$ cat src/rtl/mcr_pkg.sv
// Package: mcr_pkg
// Shared constants and types for the Manchester control command receiver.
// Assumes a fixed 4-bit opcode field and a 4-bit start pattern.
package mcr_pkg;

    localparam int OP_W      = 4;
    localparam int START_W   = 4;
    localparam logic [START_W-1:0] START_PAT = 4'b1101;

    typedef enum logic [OP_W-1:0] {
        OP_WRITE   = 4'h1,
        OP_READ    = 4'h2,
        OP_TP_EVEN = 4'h3,
        OP_TP_ODD  = 4'h4,
        OP_BC_RST  = 4'h5
    } cmd_op_e;

    typedef enum logic {
        FR_HUNT    = 1'b0,
        FR_COLLECT = 1'b1
    } frame_state_e;

endpackage

$ cat src/rtl/mcr_line_sync.sv
// Module: mcr_line_sync
// Brings the asynchronous serial line into the sampling clock domain
// through a chain of flops. Assumes the line idles low.
module mcr_line_sync #(
    parameter int STAGES = 2
) (
    input  logic clk,
    input  logic rst_n,
    input  logic line_in,
    output logic line_s
);

    logic [STAGES-1:0] chain;

    // Shift the raw line through the synchronizer chain.
    always_ff @(posedge clk) begin
        if (!rst_n) begin
            chain <= '0;
        end else begin
            chain <= {chain[STAGES-2:0], line_in};
        end
    end

    assign line_s = chain[STAGES-1];

endmodule

$ cat src/rtl/mcr_bit_rec.sv
// Module: mcr_bit_rec
// Recovers Manchester bits from the synchronized line. Any transition
// seen while unlocked is taken as a mid-bit edge, which sets the bit
// phase. Once locked, only edges inside a window around the expected
// mid-bit point produce bits; boundary edges are ignored. If no edge
// arrives before the window closes, the tracker pulses `lost` and
// unlocks. Assumes SPB >= 4 samples per bit.
module mcr_bit_rec #(
    parameter int SPB = 4
) (
    input  logic clk,
    input  logic rst_n,
    input  logic line_s,
    output logic bit_valid,
    output logic bit_val,
    output logic lost
);

    localparam int CW = $clog2(SPB + 3);
    localparam logic [CW-1:0] WIN_LO = CW'(SPB - 1);
    localparam logic [CW-1:0] WIN_HI = CW'(SPB + 1);
    localparam logic [CW-1:0] TMO    = CW'(SPB + 2);

    logic          prev;
    logic          locked;
    logic [CW-1:0] phase;
    logic          edge_seen;

    assign edge_seen = line_s ^ prev;

    // Track the bit phase, emit recovered bits and detect loss of transitions.
    always_ff @(posedge clk) begin
        if (!rst_n) begin
            prev      <= 1'b0;
            locked    <= 1'b0;
            phase     <= '0;
            bit_valid <= 1'b0;
            bit_val   <= 1'b0;
            lost      <= 1'b0;
        end else begin
            prev      <= line_s;
            bit_valid <= 1'b0;
            lost      <= 1'b0;
            if (!locked) begin
                if (edge_seen) begin
                    locked    <= 1'b1;
                    phase     <= CW'(1);
                    bit_valid <= 1'b1;
                    bit_val   <= line_s;
                end
            end else if (edge_seen && phase >= WIN_LO && phase <= WIN_HI) begin
                phase     <= CW'(1);
                bit_valid <= 1'b1;
                bit_val   <= line_s;
            end else if (phase == TMO) begin
                locked <= 1'b0;
                phase  <= '0;
                lost   <= 1'b1;
            end else begin
                phase <= phase + CW'(1);
            end
        end
    end

endmodule

$ cat src/rtl/mcr_framer.sv
// Module: mcr_framer
// Hunts for the start pattern in the recovered bit stream, then gathers
// a fixed-length payload. It pulses `frm_valid` one cycle after the last
// payload bit. Losing bit lock mid-payload pulses `code_err` and returns
// to hunting. Assumes bits arrive MSB first.
module mcr_framer
    import mcr_pkg::*;
#(
    parameter int PAY_W = 29
) (
    input  logic             clk,
    input  logic             rst_n,
    input  logic             bit_valid,
    input  logic             bit_val,
    input  logic             lost,
    output logic             frm_valid,
    output logic [PAY_W-1:0] frm_payload,
    output logic             code_err
);

    localparam int CNTW = $clog2(PAY_W);
    localparam logic [CNTW-1:0] LAST = CNTW'(PAY_W - 1);

    frame_state_e         state;
    logic [START_W-1:0]   hunt;
    logic [CNTW-1:0]      cnt;
    logic [START_W-1:0]   hunt_next;

    assign hunt_next = {hunt[START_W-2:0], bit_val};

    // Sequence through start-pattern hunting and payload collection.
    always_ff @(posedge clk) begin
        if (!rst_n) begin
            state       <= FR_HUNT;
            hunt        <= '0;
            cnt         <= '0;
            frm_payload <= '0;
            frm_valid   <= 1'b0;
            code_err    <= 1'b0;
        end else begin
            frm_valid <= 1'b0;
            code_err  <= 1'b0;
            case (state)
                FR_HUNT: begin
                    if (lost) begin
                        hunt <= '0;
                    end else if (bit_valid) begin
                        if (hunt_next == START_PAT) begin
                            state <= FR_COLLECT;
                            cnt   <= '0;
                            hunt  <= '0;
                        end else begin
                            hunt <= hunt_next;
                        end
                    end
                end
                FR_COLLECT: begin
                    if (lost) begin
                        state    <= FR_HUNT;
                        code_err <= 1'b1;
                    end else if (bit_valid) begin
                        frm_payload <= {frm_payload[PAY_W-2:0], bit_val};
                        if (cnt == LAST) begin
                            state     <= FR_HUNT;
                            frm_valid <= 1'b1;
                        end else begin
                            cnt <= cnt + CNTW'(1);
                        end
                    end
                end
                default: state <= FR_HUNT;
            endcase
        end
    end

endmodule

$ cat src/rtl/mcr_cmd_decode.sv
// Module: mcr_cmd_decode
// Splits a completed payload into opcode, address and data fields,
// checks even parity, and raises exactly one action or error pulse.
// Assumes its inputs come straight from registers, so the outputs
// are free of glitches from upstream logic.
module mcr_cmd_decode
    import mcr_pkg::*;
#(
    parameter int ADDR_W = 8,
    parameter int DATA_W = 16,
    parameter int PAY_W  = OP_W + ADDR_W + DATA_W + 1
) (
    input  logic              frm_valid,
    input  logic [PAY_W-1:0]  frm_payload,
    input  logic              code_err,
    output logic              reg_wr,
    output logic              reg_rd_req,
    output logic [ADDR_W-1:0] reg_addr,
    output logic [DATA_W-1:0] reg_wdata,
    output logic              tp_even,
    output logic              tp_odd,
    output logic              bcnt_rst,
    output logic              cmd_err
);

    logic [OP_W-1:0] op;
    logic            par_bad;
    logic            good;

    // Extract fields and qualify the frame by its parity.
    always_comb begin
        op        = frm_payload[PAY_W-1 -: OP_W];
        reg_addr  = frm_payload[PAY_W-1-OP_W -: ADDR_W];
        reg_wdata = frm_payload[DATA_W:1];
        par_bad   = ^frm_payload;
        good      = frm_valid && !par_bad;
    end

    // Map the opcode of a good frame to its single action pulse.
    always_comb begin
        reg_wr     = good && (op == OP_WRITE);
        reg_rd_req = good && (op == OP_READ);
        tp_even    = good && (op == OP_TP_EVEN);
        tp_odd     = good && (op == OP_TP_ODD);
        bcnt_rst   = good && (op == OP_BC_RST);
        cmd_err    = code_err || (frm_valid && par_bad);
    end

endmodule

$ cat src/rtl/mcr_cmd_rx.sv
// Module: mcr_cmd_rx
// Top of the Manchester control command receiver: synchronizer, bit
// recovery, framing and command decode. Assumes clk runs at SPB times
// the control bit rate and that the line idles low.
module mcr_cmd_rx
    import mcr_pkg::*;
#(
    parameter int SPB         = 4,
    parameter int ADDR_W      = 8,
    parameter int DATA_W      = 16,
    parameter int SYNC_STAGES = 2
) (
    input  logic              clk,
    input  logic              rst_n,
    input  logic              ctl_line,
    output logic              reg_wr,
    output logic [ADDR_W-1:0] reg_addr,
    output logic [DATA_W-1:0] reg_wdata,
    output logic              reg_rd_req,
    output logic              tp_even,
    output logic              tp_odd,
    output logic              bcnt_rst,
    output logic              cmd_err
);

    localparam int PAY_W = OP_W + ADDR_W + DATA_W + 1;

    logic             line_s;
    logic             s_bit_valid;
    logic             s_bit_val;
    logic             s_lost;
    logic             s_frm_valid;
    logic [PAY_W-1:0] s_payload;
    logic             s_code_err;

    mcr_line_sync #(.STAGES(SYNC_STAGES)) u_sync (
        .clk     (clk),
        .rst_n   (rst_n),
        .line_in (ctl_line),
        .line_s  (line_s)
    );

    mcr_bit_rec #(.SPB(SPB)) u_bits (
        .clk       (clk),
        .rst_n     (rst_n),
        .line_s    (line_s),
        .bit_valid (s_bit_valid),
        .bit_val   (s_bit_val),
        .lost      (s_lost)
    );

    mcr_framer #(.PAY_W(PAY_W)) u_framer (
        .clk         (clk),
        .rst_n       (rst_n),
        .bit_valid   (s_bit_valid),
        .bit_val     (s_bit_val),
        .lost        (s_lost),
        .frm_valid   (s_frm_valid),
        .frm_payload (s_payload),
        .code_err    (s_code_err)
    );

    mcr_cmd_decode #(.ADDR_W(ADDR_W), .DATA_W(DATA_W), .PAY_W(PAY_W)) u_dec (
        .frm_valid   (s_frm_valid),
        .frm_payload (s_payload),
        .code_err    (s_code_err),
        .reg_wr      (reg_wr),
        .reg_rd_req  (reg_rd_req),
        .reg_addr    (reg_addr),
        .reg_wdata   (reg_wdata),
        .tp_even     (tp_even),
        .tp_odd      (tp_odd),
        .bcnt_rst    (bcnt_rst),
        .cmd_err     (cmd_err)
    );

endmodule

$ cat config.mk
export PLATFORM = sky130hd
export DESIGN_NAME = mcr_cmd_rx
export DESIGN_NICKNAME = d
export VERILOG_FILES = /design/src/rtl/mcr_pkg.sv /design/src/rtl/mcr_line_sync.sv /design/src/rtl/mcr_bit_rec.sv /design/src/rtl/mcr_framer.sv /design/src/rtl/mcr_cmd_decode.sv /design/src/rtl/mcr_cmd_rx.sv
export SDC_FILE = /design/constraint.sdc
export NUM_CORES = 1
export LEC_CHECK = 0
export ABC_CLOCK_PERIOD_IN_PS = 4600
export CORE_MARGIN = 1.5
export CORE_UTILIZATION = 53
export CTS_BUF_LIST = sky130_fd_sc_hd__clkbuf_8
export DETAILED_ROUTE_END_ITERATION = 8
export PLACE_DENSITY = 0.88
export SYNTH_ARGS = -nofsm -noshare
export SYNTH_HDL_FRONTEND = slang
export SYNTH_SLANG_ARGS = --single-unit
export TNS_END_PERCENT = 1
$ cat constraint.sdc
create_clock -name clk -period 4.6 [get_ports clk]
set_input_delay 0.92 -clock clk [delete_from_list [all_inputs] [get_ports clk]]
set_output_delay 0.92 -clock clk [all_outputs]
set_load 0.005 [all_outputs]
==> results of run 1 <==
-- sequential cells by signal (all words and copies together) (netlist names) --
name                  count
u_bits.bit_val            1
u_framer.state            1
u_framer.frm_valid        1
u_framer.cnt              5
u_sync.chain              2
u_framer.code_err         1
u_bits.bit_valid          1
u_bits.prev               1
u_bits.locked             1
u_bits.lost               1
u_framer.hunt             3
u_bits.phase              3
u_framer.frm_payload     29
-- cell usage after synthesis (2+ instances only) --
| cell | n |
|---|---|
| clkbuf_1 | 13 |
| ha_1 | 3 |
| nand3_1 | 7 |
| nand2_1 | 64 |
| buf_4 | 24 |
| nor2b_1 | 3 |
| mux2i_1 | 2 |
| xnor2_1 | 22 |
| a22oi_1 | 3 |
| and3_1 | 2 |
| nor2_1 | 18 |
| xor2_1 | 4 |
| and2_1 | 6 |
| nand2b_1 | 2 |
| xnor3_1 | 2 |
| nor3_1 | 6 |
| inv_1 | 5 |
| dfxtp_1 | 50 |
| o21ai_0 | 5 |
| nor3b_1 | 2 |
| nand4_1 | 2 |
| a21oi_1 | 36 |
-- worst reg2reg max path: stages, from the launching register on --
cell,delay [ns]
dfxtp_1,0.39
and2_1,0.21
ha_1,0.18
or2_2,0.31
a2bb2oi_1,0.13
o21ai_0,0.30
mux2i_1,0.22
nor2_1,0.05
-- cell families after synthesis --
| kind of cell | count (synthesis) | synth area share, % |
|---|---|---|
| buf+inv | 42 | 10.2 |
| flops | 50 | 41.2 |
| compound gates | 52 | 11.9 |
| xor+xnor | 29 | 12.2 |
| mux | 2 | 0.824 |
| simple gates | 119 | 22.2 |
| fa+ha+maj | 3 | 1.54 |
-- layout make-up --
type,instances,area [um2],area share [%]
Clock inverter,2,8.76,0.327
Sequential cell,50,1000,37.4
Inverter,5,18.8,0.701
Clock buffer,6,82.6,3.08
Timing Repair Buffer,32,320,12.0
Multi-Input combinational cell,205,1180,44.1
Tap cell,52,65.1,2.43
-- how the worst max path moves through the flow --
stage | from | end | slack [ns] | cells after the start
6_report | u_framer.frm_payload[6]$_SDFFE_PN0P_ | cmd_err | 0.92 | 6
5_1_grt | u_framer.frm_payload[5]$_SDFFE_PN0P_ | reg_rd_req | 0.78 | 6
4_1_cts | u_framer.frm_payload[5]$_SDFFE_PN0P_ | cmd_err | 0.90 | 6
3_3_place_gp | u_framer.frm_payload[6]$_SDFFE_PN0P_ | cmd_err | 1.33 | 6
2_1_floorplan | u_framer.frm_payload[6]$_SDFFE_PN0P_ | cmd_err | 1.81 | 5
3_5_place_dp | u_framer.frm_payload[5]$_SDFFE_PN0P_ | reg_rd_req | 1.23 | 6
-- stage by stage --
| step | power [mW] | instance area, um2 | utilization (%) | setup WS [ns] |
|---|---|---|---|---|
| finish | 0.715 | 2680 | 61.1 | 0.920 |
| detailed placement | 0.471 | 2590 | 59.0 | 1.23 |
| global route | 0.745 | 2680 | 61.1 | 0.778 |
| floorplan | 0.465 | 2430 | - | 1.81 |
| CTS | 0.723 | 2680 | 61.1 | 0.898 |
| global placement | 0.470 | 2590 | 59.0 | 1.33 |
-- routing by layer --
layer | track usage (%) | up-vias | share of wire (%)
li1 | - | 961 | -
met1 | 23.4 | 859 | 46
met2 | 30.1 | 38 | 48
met3 | 4.84 | 10 | 3.8
met4 | 8.18 | 0 | 2.1
met5 | 0 | - | 0
-- power by group through the flow --
stage,Sequential (mW),Combinational (mW),Clock (mW)
5_1_grt,0.442,0.0223,0.280
4_1_cts,0.441,0.0199,0.262
6_report,0.441,0.0197,0.254
3_3_place_gp,0.451,0.0194,0
2_1_floorplan,0.448,0.0173,0
3_5_place_dp,0.451,0.0199,0
==> impl_metrics.py, run 1 <==
metrics = {
    "setup_path": {
        "cp_slowest_cell": "xnor3_2",
        "critPathMaxFanout": 6,
        "cp_num_buf_inv": 1,
        "arrival_ns": 2.76,
        "crit_chain": "xnor2_1 > xnor3_1 > xnor3_1 > xnor3_2 > a21o_1 > clkdlybuf4s50_1",
        "cpLargestDelayFamily": "XOR/XNOR gates",
        "r2r_slack_ns": 2.66,
        "crit_type": "register to output pin",
        "cp.required_ns": 3.68,
        "worst_path_largest_cell_delay_ns": 0.48,
        "path_common_cell": "xnor3_1",
        "reg2reg_to": "u_bits.bit_val$_SDFFE_PN0P_",
        "rr_worst_depth": 7,
        "cp-start-kind": "register",
        "worstSetupEndpointType": "output pin",
        "r2r-start": "u_bits.phase[1]$_SDFFE_PN0P_",
    },
    "finish": {
        "layout_common_cells": "nand2_1 (64), dfxtp_1 (50), a21oi_1 (36)",
        "diodes": 0,
        "area_growth_syn_to_layout_pct": 10.2,
        "drive_above_1_share_pct": 3.33,
        "fill_cells": 378,
        "final_common_cell": "nand2_1",
        "post_layout_nonfiller_instances": 352,
        "nets": 305,
    },
    "global_route": {
        "grt_pass1_vias": 1715,
        "track_usage_pct": 18.6,
        "grt-ovfl-total": 0,
        "grt_pass1_wl_mm": 7.52,
        "antenna_found_initial": 0,
        "grt_max_degree": 41,
    },
    "route": {
        "routed_wl_mm": 4.27,
        "wl_per_cell_um": 12.1,
        "drt_iter0_drc": 68,
        "first_pass_iters": 4,
        "vias": 1868,
        "drc": 0,
        "drtAntennaViolNets": 0,
        "viasPerCell": 5.31,
    },
    "timing": {
        "clock_skew_ns": 0.00692,
        "hold_slack_ns": 0.441,
        "tightest_slew_ns": 1.18,
        "slew_violations": 0,
        "setup_viol": 0,
        "fin_crit_sh_pct": 80.0,
        "hold_violations": 0,
        "grt_setup_unrepaired": "false",
        "period_minus_slack_ns": 3.68,
        "fin_setup_tns_ns": 0,
        "slew_headroom_pct": 21.5,
        "fmax_mhz": 272,
    },
    "yosys": {
        "synth_largest_area_cell": "dfxtp_1",
        "ys_types": 38,
        "syn_nets": 303,
        "ys_ff_latch": 50,
        "synth_area_mm2": 0.00243,
        "synth.area.top_cells": "dfxtp_1 (41%), nand2_1 (9.9%), xnor2_1 (7.9%)",
        "yosysWarnings": 0,
        "synthFlopType": "dfxtp_1",
        "synth_top_area_share_pct": 41.2,
        "synthArstFlopShare_pct": 0,
        "synth-edff-count": 0,
        "postSynthCellCount": 297,
        "synth_area_per_cell_um2": 8.19,
        "ys_seq_area_share_pct": 41.2,
    },
    "worst_hold_path": {
        "whs_endpoint": "u_sync.chain[1]$_SDFF_PN0_",
        "hold_depth": 1,
        "hp-start": "u_sync.chain[0]$_SDFF_PN0_",
        "min_path_type": "register to register",
    },
    "clock_tree": {
        "cts.sinks": 50,
        "ctsHoldBuffers": 0,
        "numCtsBuffers": 5,
        "cts_root_buf": "clkbuf_8",
        "cts.reportedPaths.clkPinSlew_ns": 0.09,
        "clk_path_buf_depth": 2,
        "cts-htree-levels": 2,
        "cts_resized": 0,
        "cts_tree": "built",
        "post_cts_buffers": 0,
        "insertion_delay_ns": 0.30,
    },
    "floorplan": {
        "start_util_pct": 55.5,
        "std_cell_rows": 24,
        "io_pins": 33,
        "die_area_mm2": 0.00500,
        "core_area_mm2": 0.00438,
        "die_h_um": 70.7,
        "die_w_um": 70.7,
    },
    "placement": {
        "placed_cells": 344,
        "gp_congestion": 0.807,
        "hpwl_mm": 2.97,
        "port-buffer-count": 32,
    },
    "job": {
        "drv_cap": 0,
    },
    "pwr": {
        "comb_power_share_pct": 2.8,
        "p_clk_share_pct": 35.6,
        "seqPwrFrac_pct": 61.7,
        "p_per_area_mw_per_mm2": 267,
        "switching_share_pct": 21.4,
        "p_int_mw": 0.562,
        "ir_worst_vdd_mv": 0.165,
        "p_leak_nw": 0.941,
        "switchingPower_mw": 0.153,
    },
    "status": {
        "status": "finished clean",
    },
}
(Power assumes the default switching activity.)
==> run 2, diff against run 1 <==
--- a/config.mk
+++ b/config.mk
@@ -5,7 +5,7 @@
 export SDC_FILE = /design/constraint.sdc
 export NUM_CORES = 1
 export LEC_CHECK = 0
-export ABC_CLOCK_PERIOD_IN_PS = 4600
+export ABC_CLOCK_PERIOD_IN_PS = 3460
 export CORE_MARGIN = 1.5
 export CORE_UTILIZATION = 53
 export CTS_BUF_LIST = sky130_fd_sc_hd__clkbuf_8
==> constraint.sdc (replaced) <==
create_clock -name clk -period 3.46 [get_ports clk]
set_input_delay 0.692 -clock clk [delete_from_list [all_inputs] [get_ports clk]]
set_output_delay 0.692 -clock clk [all_outputs]
set_load 0.005 [all_outputs]
==> run 2 against run 1 <==
  * Clock skew fell by 0.0022 ns
  * First-iteration DRC count rose by 150%
  * Design area rose by 0.28%
  * Global-route usage fell by 0.15 points
  * Utilization rose by 0.17 points
  * Sequential power rose by 33%
  * Power rose by 33%
  * Hold slack got worse by 0.0037 ns
  * Via count fell by 0.86%
  * Critical path depth did not move
  * Count of clock-buffer cells in the layout did not move
  * Setup slack got worse by 0.74 ns
  * Critical path type unchanged
  * Largest cell class unchanged
==> impl_metrics.py, run 2 (synthesis results as in run 1) <==
metrics = {
    "floorplan": {
        "core_area_mm2": 0.00438,
        "die_w_um": 70.7,
        "die_area_mm2": 0.00500,
        "die_h_um": 70.7,
        "start_util_pct": 55.5,
        "io_pins": 33,
        "std_cell_rows": 24,
    },
    "finish": {
        "multi_input_area_mm2": 0.00118,
        "drive_above_1_share_pct": 3.65,
        "layout_common_cells": "nand2_1 (64), dfxtp_1 (50), a21oi_1 (36)",
        "regMostFlops": "u_framer.frm_payload",
        "design_area_mm2": 0.00269,
        "diodes": 0,
        "area_growth_syn_to_layout_pct": 10.5,
        "largest_reg_flops": 29,
        "fill_cells": 379,
        "final_common_cell": "nand2_1",
        "area.sequential_mm2": 0.00100,
        "nets": 306,
        "largestRegisters": "u_framer.frm_payload x29, u_framer.cnt x5",
    },
    "clock_tree": {
        "cts-htree-levels": 2,
        "post_cts_buffers": 0,
        "cts_root_buf": "clkbuf_8",
        "insertion_delay_ns": 0.30,
        "clk_path_buf_depth": 2,
        "cts_resized": 0,
        "ctsHoldBuffers": 0,
        "numCtsBuffers": 5,
        "cts.sinks": 50,
        "cts.reportedPaths.clkPinSlew_ns": 0.08,
        "cts_tree": "built",
    },
    "timing": {
        "fin_crit_sh_pct": 94.9,
        "fin_ws_ns": 0.177,
        "slew_violations": 0,
        "fmax_mhz": 305,
        "clock_skew_ns": 0.00471,
        "setup_viol": 0,
        "grt_setup_unrepaired": "false",
        "slew_headroom_pct": 33.8,
        "hold_violations": 0,
        "period_minus_slack_ns": 3.28,
        "hold_slack_ns": 0.438,
        "fin_setup_tns_ns": 0,
        "tightest_slew_ns": 0.992,
    },
    "placement": {
        "place_area_mm2": 0.00259,
        "port-buffer-count": 32,
        "hpwl_mm": 2.92,
        "dp_worst_setup_slack_ns": 0.324,
        "gp_congestion": 0.827,
    },
    "route": {
        "vias": 1852,
        "drtAntennaViolNets": 0,
        "drc": 0,
        "viasPerCell": 5.25,
        "routed_wl_mm": 4.20,
        "first_pass_iters": 4,
        "drt_iter0_drc": 169,
        "wl_per_cell_um": 11.9,
    },
    "global_route": {
        "grt-ovfl-total": 0,
        "grt_max_degree": 32,
        "track_usage_pct": 18.4,
        "antenna_found_initial": 0,
        "grt_pass1_wl_mm": 7.37,
        "grt_pass1_vias": 1678,
    },
    "pwr": {
        "power.total_mw": 0.949,
        "p_leak_nw": 0.949,
        "p_per_area_mw_per_mm2": 353,
        "ir_worst_vdd_mv": 0.276,
    },
    "worst_hold_path": {
        "hold_depth": 1,
        "min_path_type": "register to register",
    },
    "setup_path": {
        "path_common_cell": "xnor3_1",
        "cp.required_ns": 2.77,
        "r2r_slack_ns": 1.59,
        "worst_path_largest_cell_delay_ns": 0.43,
        "crit_type": "register to output pin",
        "cp-start-kind": "register",
        "rr_worst_depth": 7,
        "cp_slowest_cell": "xnor3_1",
        "crit_chain": "xnor2_1 > xnor3_1 > xnor3_1 > xnor3_2 > a21o_1 > clkdlybuf4s50_1",
        "worstSetupEndpointType": "output pin",
        "arrival_ns": 2.59,
        "critPathMaxFanout": 6,
    },
    "status": {
        "status": "finished clean",
    },
    "job": {
        "drv_cap": 0,
    },
}
-- run 2: cell type report --
class	count	area share, %
Clock inverter	2	0.326
Multi-Input combinational cell	205	44.0
Tap cell	52	2.42
Clock buffer	6	3.07
Timing Repair Buffer	33	12.2
Sequential cell	50	37.3
Inverter	5	0.699
-- run 2: power by group --
part           internal (mW)  switching, mW  leakage, nW
registers              0.580        0.00652        0.404
logic                 0.0103         0.0170        0.493
clock network          0.158          0.177       0.0524
-- run 2: through the flow --
stage	util (%)	cells
floorplan	-	297
global placement	59.2	345
detailed placement	59.2	345
CTS	61.3	353
global route	61.3	353
finish	61.3	353
-- run 2: final timing paths --
check / startpoint / endpoint
max: u_framer.frm_payload[6]$_SDFFE_PN0P_ / cmd_err
min reg2reg: u_sync.chain[0]$_SDFF_PN0_ / u_sync.chain[1]$_SDFF_PN0_
max reg2reg: u_bits.phase[1]$_SDFFE_PN0P_ / u_bits.bit_val$_SDFFE_PN0P_
min: u_sync.chain[0]$_SDFF_PN0_ / u_sync.chain[1]$_SDFF_PN0_
-- run 2: routing by layer --
layer / GRT usage (%) / wire (um)
met1: 23.1 / 1950
met2: 29.6 / 1970
met3: 4.99 / 182
met5: 0 / 0
met4: 8.60 / 102
-- run 2: critical path: cells and delay by family, from the launching register on --
family | cells | cell delay, ns
buf+inv | 1 | 0.43
xor+xnor | 4 | 1.28
flops | 1 | 0.38
compound gates | 1 | 0.20
